## config.mk

```make
export PLATFORM = sky130hd
export DESIGN_NAME = wdog_seq_timer
export DESIGN_NICKNAME = d
export VERILOG_FILES = /design/src/rtl/wdog_pkg.sv /design/src/rtl/wdog_rst_sync.sv /design/src/rtl/wdog_unlock.sv /design/src/rtl/wdog_gate.sv /design/src/rtl/wdog_pulse.sv /design/src/rtl/wdog_seq_timer.sv
export SDC_FILE = /design/constraint.sdc
export NUM_CORES = 1
export LEC_CHECK = 0
export BUFFER_PORTS_ARGS = -buffer_cell sky130_fd_sc_hd__buf_2
export CAP_MARGIN = 20
export CORE_UTILIZATION = 40
export CTS_BUF_LIST = sky130_fd_sc_hd__clkbuf_4 sky130_fd_sc_hd__clkbuf_8 sky130_fd_sc_hd__clkbuf_16
export DETAILED_ROUTE_END_ITERATION = 16
export PLACE_DENSITY = 0.65
export SYNTH_ARGS = -nofsm -noshare
export SYNTH_HDL_FRONTEND = slang
export SYNTH_SLANG_ARGS = --single-unit
```

## constraint.sdc

```tcl
create_clock -name clk -period 0.9 [get_ports clk]
set_clock_uncertainty 0.1 [all_clocks]
set_input_delay 0.09 -clock clk [delete_from_list [all_inputs] [get_ports clk]]
set_output_delay 0.09 -clock clk [all_outputs]
set_load 0.005 [all_outputs]
```

## src/rtl/wdog_pkg.sv

```systemverilog
package wdog_pkg;

  localparam int KEY_W = 8;
  localparam logic [KEY_W-1:0] KEY_FIRST  = 8'h1E;
  localparam logic [KEY_W-1:0] KEY_SECOND = 8'hE1;

  // Power and idle status seen by the count gate
  typedef struct packed {
    logic pd;
    logic idle;
    logic idle_frz;
    logic wake_n;
  } wdog_pwr_t;

endpackage

```

## src/rtl/wdog_rst_sync.sv

```systemverilog
module wdog_rst_sync #(
  parameter int STAGES = 2
) (
  input  logic clk,
  input  logic rst_n,
  output logic rst_n_s
);

  logic [STAGES-1:0] sync_q;

  always_ff @(posedge clk or negedge rst_n) begin
    if (!rst_n) begin
      sync_q <= '0;
    end else begin
      sync_q <= {sync_q[STAGES-2:0], 1'b1};
    end
  end

  assign rst_n_s = sync_q[STAGES-1];

endmodule

```

## src/rtl/wdog_unlock.sv

```systemverilog
module wdog_unlock
  import wdog_pkg::*;
(
  input  logic             clk,
  input  logic             rst_n,
  input  logic             clr,
  input  logic             wr_en,
  input  logic [KEY_W-1:0] wr_data,
  output logic             kick
);

  logic pend_q;
  logic pend_d;

  always_comb begin
    pend_d = pend_q;
    kick   = 1'b0;
    if (clr) begin
      pend_d = 1'b0;
    end else if (wr_en) begin
      kick   = pend_q && (wr_data == KEY_SECOND);
      pend_d = (wr_data == KEY_FIRST);
    end
  end

  always_ff @(posedge clk or negedge rst_n) begin
    if (!rst_n) begin
      pend_q <= 1'b0;
    end else begin
      pend_q <= pend_d;
    end
  end

endmodule

```

## src/rtl/wdog_gate.sv

```systemverilog
module wdog_gate
  import wdog_pkg::*;
(
  input  logic      clk,
  input  logic      rst_n,
  input  logic      mc_en,
  input  wdog_pwr_t pwr,
  output logic      tick
);

  logic hold_q;
  logic hold_d;
  logic frz_idle;
  logic frz_wake;

  always_comb begin
    frz_idle = pwr.idle && pwr.idle_frz;
    frz_wake = hold_q && !pwr.wake_n;
    tick     = mc_en && !pwr.pd && !frz_idle && !frz_wake;
    if (pwr.pd) begin
      hold_d = 1'b1;
    end else if (pwr.wake_n) begin
      hold_d = 1'b0;
    end else begin
      hold_d = hold_q;
    end
  end

  always_ff @(posedge clk or negedge rst_n) begin
    if (!rst_n) begin
      hold_q <= 1'b0;
    end else begin
      hold_q <= hold_d;
    end
  end

endmodule

```

## src/rtl/wdog_pulse.sv

```systemverilog
module wdog_pulse #(
  parameter int PULSE_CYC = 98
) (
  input  logic clk,
  input  logic rst_n,
  input  logic fire,
  output logic active,
  output logic done
);

  localparam int PW = (PULSE_CYC > 1) ? $clog2(PULSE_CYC) : 1;
  localparam logic [PW-1:0] LOAD = PW'(PULSE_CYC - 1);

  logic          act_q;
  logic          act_d;
  logic [PW-1:0] left_q;
  logic [PW-1:0] left_d;

  always_comb begin
    act_d  = act_q;
    left_d = left_q;
    done   = act_q && (left_q == '0);
    if (act_q) begin
      if (done) begin
        act_d = 1'b0;
      end else begin
        left_d = left_q - 1'b1;
      end
    end else if (fire) begin
      act_d  = 1'b1;
      left_d = LOAD;
    end
  end

  always_ff @(posedge clk or negedge rst_n) begin
    if (!rst_n) begin
      act_q  <= 1'b0;
      left_q <= '0;
    end else begin
      act_q  <= act_d;
      left_q <= left_d;
    end
  end

  assign active = act_q;

endmodule

```

## src/rtl/wdog_seq_timer.sv

```systemverilog
module wdog_seq_timer
  import wdog_pkg::*;
#(
  parameter int CNT_W     = 13,
  parameter int PULSE_CYC = 98
) (
  input  logic             clk,
  input  logic             rst_n,
  input  logic             wr_en,
  input  logic [KEY_W-1:0] wr_data,
  input  logic             mc_en,
  input  logic             pd_active,
  input  logic             idle_active,
  input  logic             idle_freeze,
  input  logic             wake_int_n,
  output logic             wdt_rst_o
);

  localparam logic [CNT_W-1:0] CNT_LAST = {{(CNT_W-1){1'b1}}, 1'b0};

  logic             rst_n_s;
  logic             kick;
  logic             tick;
  logic             adv;
  logic             fire;
  logic             pulse_q;
  logic             pulse_done;
  logic             armed_q;
  logic             armed_d;
  logic [CNT_W-1:0] cnt_q;
  logic [CNT_W-1:0] cnt_d;
  wdog_pwr_t        pwr;

  wdog_rst_sync #(.STAGES(2)) i_rst_sync (
    .clk     (clk),
    .rst_n   (rst_n),
    .rst_n_s (rst_n_s)
  );

  wdog_unlock i_unlock (
    .clk     (clk),
    .rst_n   (rst_n_s),
    .clr     (pulse_q),
    .wr_en   (wr_en),
    .wr_data (wr_data),
    .kick    (kick)
  );

  always_comb begin
    pwr.pd       = pd_active;
    pwr.idle     = idle_active;
    pwr.idle_frz = idle_freeze;
    pwr.wake_n   = wake_int_n;
  end

  wdog_gate i_gate (
    .clk   (clk),
    .rst_n (rst_n_s),
    .mc_en (mc_en),
    .pwr   (pwr),
    .tick  (tick)
  );

  wdog_pulse #(.PULSE_CYC(PULSE_CYC)) i_pulse (
    .clk    (clk),
    .rst_n  (rst_n_s),
    .fire   (fire),
    .active (pulse_q),
    .done   (pulse_done)
  );

  // Next-state for the arm flag and the machine-cycle counter
  always_comb begin
    armed_d = armed_q;
    cnt_d   = cnt_q;
    adv     = armed_q && tick && !pulse_q;
    fire    = 1'b0;
    if (pulse_done) begin
      armed_d = 1'b0;
      cnt_d   = '0;
    end else if (kick) begin
      armed_d = 1'b1;
      cnt_d   = '0;
    end else if (adv) begin
      if (cnt_q == CNT_LAST) begin
        fire = 1'b1;
      end else begin
        cnt_d = cnt_q + 1'b1;
      end
    end
  end

  always_ff @(posedge clk or negedge rst_n_s) begin
    if (!rst_n_s) begin
      armed_q <= 1'b0;
      cnt_q   <= '0;
    end else begin
      armed_q <= armed_d;
      cnt_q   <= cnt_d;
    end
  end

  assign wdt_rst_o = pulse_q;

endmodule

```

# Word level (Yosys, flattened, before mapping)
# Index checks and enable logic that the tools add are counted.
[totals]
register_bits = 26
word_cells = 58
out_inout_bits = 1
in_bits = 16
[op_classes]
reduce_logical = 22
mux = 22
eq_ne = 5
n_addsub = 2
[ops]
columns = ["operator", "n"]
rows = [
  ["13-bit 2-to-1 mux", 4],
  ["7-bit 2-to-1 mux", 3],
  ["1-bit 2-to-1 mux", 15],
  ["13-bit by 1-bit adder with 13-bit output, second input constant", 1],
  ["13-bit equality test, second input constant", 1],
  ["1-bit logical AND", 9],
  ["8-bit by 5-bit equality test with 1-bit output, second input constant", 1],
  ["8-bit equality test, second input constant", 1],
  ["2-bit nonzero test", 4],
  ["7-bit logical NOT", 1],
  ["7-bit by 1-bit subtractor with 7-bit output, second input constant", 1],
  ["1-bit logical NOT", 5],
  ["2-bit AND reduction", 2],
  ["3-bit by 1-bit != test with 1-bit output, second input constant", 1],
  ["3-bit nonzero test", 1],
  ["2-bit != test, second input constant", 1],
]

# Longest topological paths before layout
[logic_depth]
ltp_word = 11
mapped_depth = 8
ltp_nobuf = 8

# Hierarchy
# Synthesis repeated with hierarchy kept, for this count alone.
[hier_totals]
cells_unflattened = 147
hier_area_um2 = 1495.2
[by_module_without_submodules]
columns = ["module", "cells_each", "n_inst", "area_per_inst_um2"]
rows = [
  ["wdog_seq_timer", 84, 1, 848.3],
  ["wdog_pulse", 45, 1, 424.2],
  ["wdog_unlock", 10, 1, 110.1],
  ["wdog_gate", 5, 1, 58.8],
  ["wdog_rst_sync", 3, 1, 53.8],
]

# Worst setup path after synthesis
# Ideal clock, no wire load.
[synth_path]
kind = "register to register"
startpoint = "reg i_pulse.act_q, in the netlist i_pulse.active"
endpoint = "reg i_pulse.left_q[5]"
path_stages_with_launch = 7
setup_time_ns = 0.131
arrival_time_ns = 1.579
path_buffers = 0
required_time_ns = 0.669
slack_ns = -0.910
path_cell_list = "dfrtp_1 > or4b_4 > nor3_4 > nor3_4 > nor2_4 > inv_2 > a2bb2oi_1"
[synth_via]
elab_chain_len = 7
[synth_lines]
columns = ["element", "line_no", "text"]
rows = [
  ["from (decl)", "wdog_pulse.sv:14", "logic act_q;"],
  ["from (signal assigned)", "wdog_pulse.sv:40", "act_q <= act_d;"],
  ["1-bit logical NOT", "wdog_seq_timer.sv:76", "adv = armed_q && tick && !pulse_q;"],
  ["1-bit logical AND", "wdog_seq_timer.sv:76", ""],
  ["1-bit 2-to-1 mux", "wdog_seq_timer.sv:84", "end else if (adv) begin"],
  ["1-bit 2-to-1 mux", "wdog_seq_timer.sv:81", "end else if (kick) begin"],
  ["1-bit 2-to-1 mux", "wdog_seq_timer.sv:78", "if (pulse_done) begin"],
  ["2-bit nonzero test (no source line)", "-", ""],
  ["2-bit AND reduction (no source line)", "-", ""],
  ["to (signal assigned)", "wdog_pulse.sv:41", "left_q <= left_d;"],
  ["to (decl)", "wdog_pulse.sv:16", "logic [PW-1:0] left_q;"],
]
# Several ways; a longest one is shown, not always the timed one.
# A chain may end at the register's enable or synchronous reset.

# Final worst setup path
[layout_path]
startpoint = "reg i_pulse.left_q[2]"
endpoint = "reg i_pulse.left_q[5]"
[layout_via]
elab_chain_len = 5
[layout_lines]
columns = ["element"]
rows = [
  ["branches (longest 5 deep; another with 7-bit by 1-bit subtractor with 7-bit output)"],
]
# Parallel ways; which one is timed is not known. The select of a mux whose other input is x is not followed.

==> flow_summary.yaml <==
status:
  outcome: "complete, but fails checks"
  failed_checks: "negative hold slack, negative setup slack"
pwr:
  power_density_mw_per_mm2: 1320
  finalPower_w: 0.00264
  clkPwrFrac_pct: 22.9
  p_seq_share_pct: 51.1
  ir_worst_vdd_uv: 1050
  p_leak_nw: 0.871
  p_int_w: 0.00192
  pwr-share-comb_pct: 26.0
  switching_share_pct: 27.3
  p_sw_w: 0.000721
route:
  remaining_drc_errors: 0
  wl_per_cell_um: 12.8
  via_per_inst: 5.10
  vias: 1254
  drtIter0Drc: 42
  drt_wl_total_mm: 3.15
  ant_nets: 0
  dr.pass1.iters: 4
floorplan:
  placement_rows: 21
  start_util_pct: 42.4
  core_mm2: 0.00336
  die_y_um: 61.7
  die_area_mm2: 0.00381
  fp.dieW_um: 61.7
  io_pins: 17
setup_path:
  slowest_delay_ns: 0.49
  cp_slowest_cell: "or4_4"
  crit_buf_inv: 1
  startpoint: "i_pulse.left_q[2]"
  critical_path_class: "flop to flop"
  cp_cell_sequence: "or2_1 -> or4_4 -> and2_4 -> nor2_4 -> inv_2 -> a2bb2oi_1"
  worstReg2RegStart: "i_pulse.left_q[2]"
  reg2regPathDepth: 6
  r2r_end: "i_pulse.left_q[5]"
  crit_path_end: "i_pulse.left_q[5]"
  rrSetupSlack_ns: -0.91
  worst-path-max-fanout: 4
  required_ns: 1.03
  crit_family: "simple AND/OR/NAND/NOR gates"
  cp.arrival_ns: 1.94
  critPathCaptureType: "flop"
  cp.depth: 6
  cp-start-kind: "flop"
global_route:
  grt_pass1_wl_mm: 5.39
  grt-ovfl-total: 0
  antenna_found_initial: 0
  use_met2_pct: 33.9
  met1_usage_pct: 24.2
  top_usage_layer: "met2"
  track_usage_pct: 19.4
  grt_max_degree: 25
  grt_use_met3_pct: 2.07
  first_global_vias: 1263
logic_synthesis:
  synth_largest_area_cell: "dfrtp_1"
  async_flop_share_pct: 100
  synth-edff-count: 0
  synth.distinct_cells: 43
  yosys_most_used_dff: "dfrtp_1"
  synth_seq_area_share_pct: 45.6
  synth_area_leaders: "dfrtp_1 46%, xnor2_1 7.4%, nor2_1 3.7%"
  yosysWarnings: 0
  syn_nets: 160
  synth.top_cell.area_share_pct: 45.6
  netlist_instances: 141
  syn_area_per_cell_um2: 10.1
  syn_area_mm2: 0.00143
  ys_ff_latch: 26
clocking:
  cts_tree: "done"
  cts.clk_slew.worst_paths_ns: 0.13
  cts_root_buffer: "clkbuf_4"
  cts-htree-levels: 1
  numCtsBuffers: 3
  clock-sinks: 26
  hold_buffers: 4
  clock_path_buffers: 2
  clk_latency_ns: 0.33
cells_and_area:
  area_growth_pct: 40.3
  num_antenna_cells: 0
  utilization_pct: 59.5
  drive_gt1_share_pct: 42.5
  layout.nets: 220
  num-fill-cells: 306
  finalInstanceArea_mm2: 0.00200
worst_hold_path:
  hold_class: "primary input to flop"
  min_delay_path_depth: 4
timing:
  finalSetupViolCount: 24
  worst_hold_slack_ns: -0.0290
  finalMaxSlewViolations: 0
  grt_setup_unrepaired: "true"
  period_share_pct: 201
  layout_setup_ws_ns: -0.907
  tns_ns: -19.18
  timing.fmax_ghz: 0.553
  hold_viol: 1
  fin_crit_ns: 1.81
placement:
  port_buffers: 16
  globalplace.congestion: 0.908
  dpl_cell_area_mm2: 0.00182
  hpwl_mm: 2.29
  place_ws_ns: -0.866
run:
  maxCapViolCount: 0
through the flow:
step	hold slack (ns)	instances
final	-0.0290	246
after global routing	-0.0156	246
after CTS	-0.0629	245
after detailed placement	-0.223	231
after global placement	-0.226	231
after floorplan	-0.306	141
sequential cells by signal, summed over array words and instances (netlist names):
name               flops
i_pulse.left_q         7
cnt_q                 13
i_rst_sync.sync_q      2
i_unlock.pend_q        1
i_gate.hold_q          1
i_pulse.active         1
armed_q                1
layout by cell type, fill, tap and decap left out, types with 4 or more instances in the layout:
cell type / count
and4_1: 4
buf_2: 15
buf_4: 34
buf_6: 4
dfrtp_1: 25
dlygate4sd3_1: 4
inv_1: 5
nand2_1: 8
nand3_1: 7
nor2_1: 13
nor3_2: 8
o21ai_0: 4
xnor2_1: 12
worst reg2reg max path: cells and delay by family (launching register included):
| kind | cells | cell delay, ns |
|---|---|---|
| AOI/OAI and AO/OA | 1 | 0.12 |
| buffers and inverters | 1 | 0.05 |
| DFF | 1 | 0.41 |
| and+or+nand+nor | 4 | 1.03 |
metal layers:
layer | vias up | wire [µm]
met5 | - | 0
met4 | 0 | 76
met3 | 10 | 119
met2 | 25 | 1570
met1 | 602 | 1380
li1 | 617 | -
worst min path at each step:
stage                           from              endpoint
final                     wr_data[5]       i_unlock.pend_q
after floorplan                rst_n  i_rst_sync.sync_q[0]
after detailed placement       rst_n  i_rst_sync.sync_q[1]
after global placement         rst_n  i_rst_sync.sync_q[1]
after CTS                 wr_data[5]       i_unlock.pend_q
after global routing      wr_data[6]       i_unlock.pend_q
cells in the mapped netlist, types with 3 or more instances:
cell       n
nor3_1     9
ha_1       3
nand2b_1   5
o21ai_0    5
inv_1      5
dfrtp_1   26
nand3_1    7
nand2_1    8
and4_1     4
a21oi_1    4
or3_1      3
xnor2_1   12
nor2_1    14
area by class of cell:
| cell class | count | area [µm²] | area share, % |
|---|---|---|---|
| clock buffers | 4 | 36.3 | 1.81 |
| multi-input cells | 106 | 797 | 39.8 |
| well taps | 46 | 57.6 | 2.88 |
| flip-flops and latches | 26 | 652 | 32.6 |
| repair buffers | 58 | 435 | 21.8 |
| inverters | 6 | 22.5 | 1.13 |
repair_timing:
action | 4_1_cts | 5_1_grt
endpoints found under the hold margin | 4 | 1
endpoints found under the setup margin | 24 | 25
resized for setup | 5 | 5
pin swaps | 4 | 4
buffers inserted | 7 | 2
power groups by stage:
| stage | Clock [W] | Combinational (W) | Sequential, W |
|---|---|---|---|
| after global routing | 0.000652 | 0.000752 | 0.00137 |
| after floorplan | 0 | 0.000262 | 0.00141 |
| after global placement | 0 | 0.000585 | 0.00138 |
| after detailed placement | 0 | 0.000600 | 0.00138 |
| after CTS | 0.000620 | 0.000661 | 0.00135 |
| final | 0.000605 | 0.000687 | 0.00135 |
logic make-up (layout without fill, tap and decap cells):
family	count (synthesis)	in the layout	synth area share (%)
xor+xnor	12	12	7.37
compound gates	16	16	7.02
buf+inv	9	68	3.07
simple gates	74	74	34.0
fa+ha+maj	3	3	2.63
other cells	1	1	0.263
flops	26	26	45.6
Note: power is estimated with default switching activity, not from simulation.
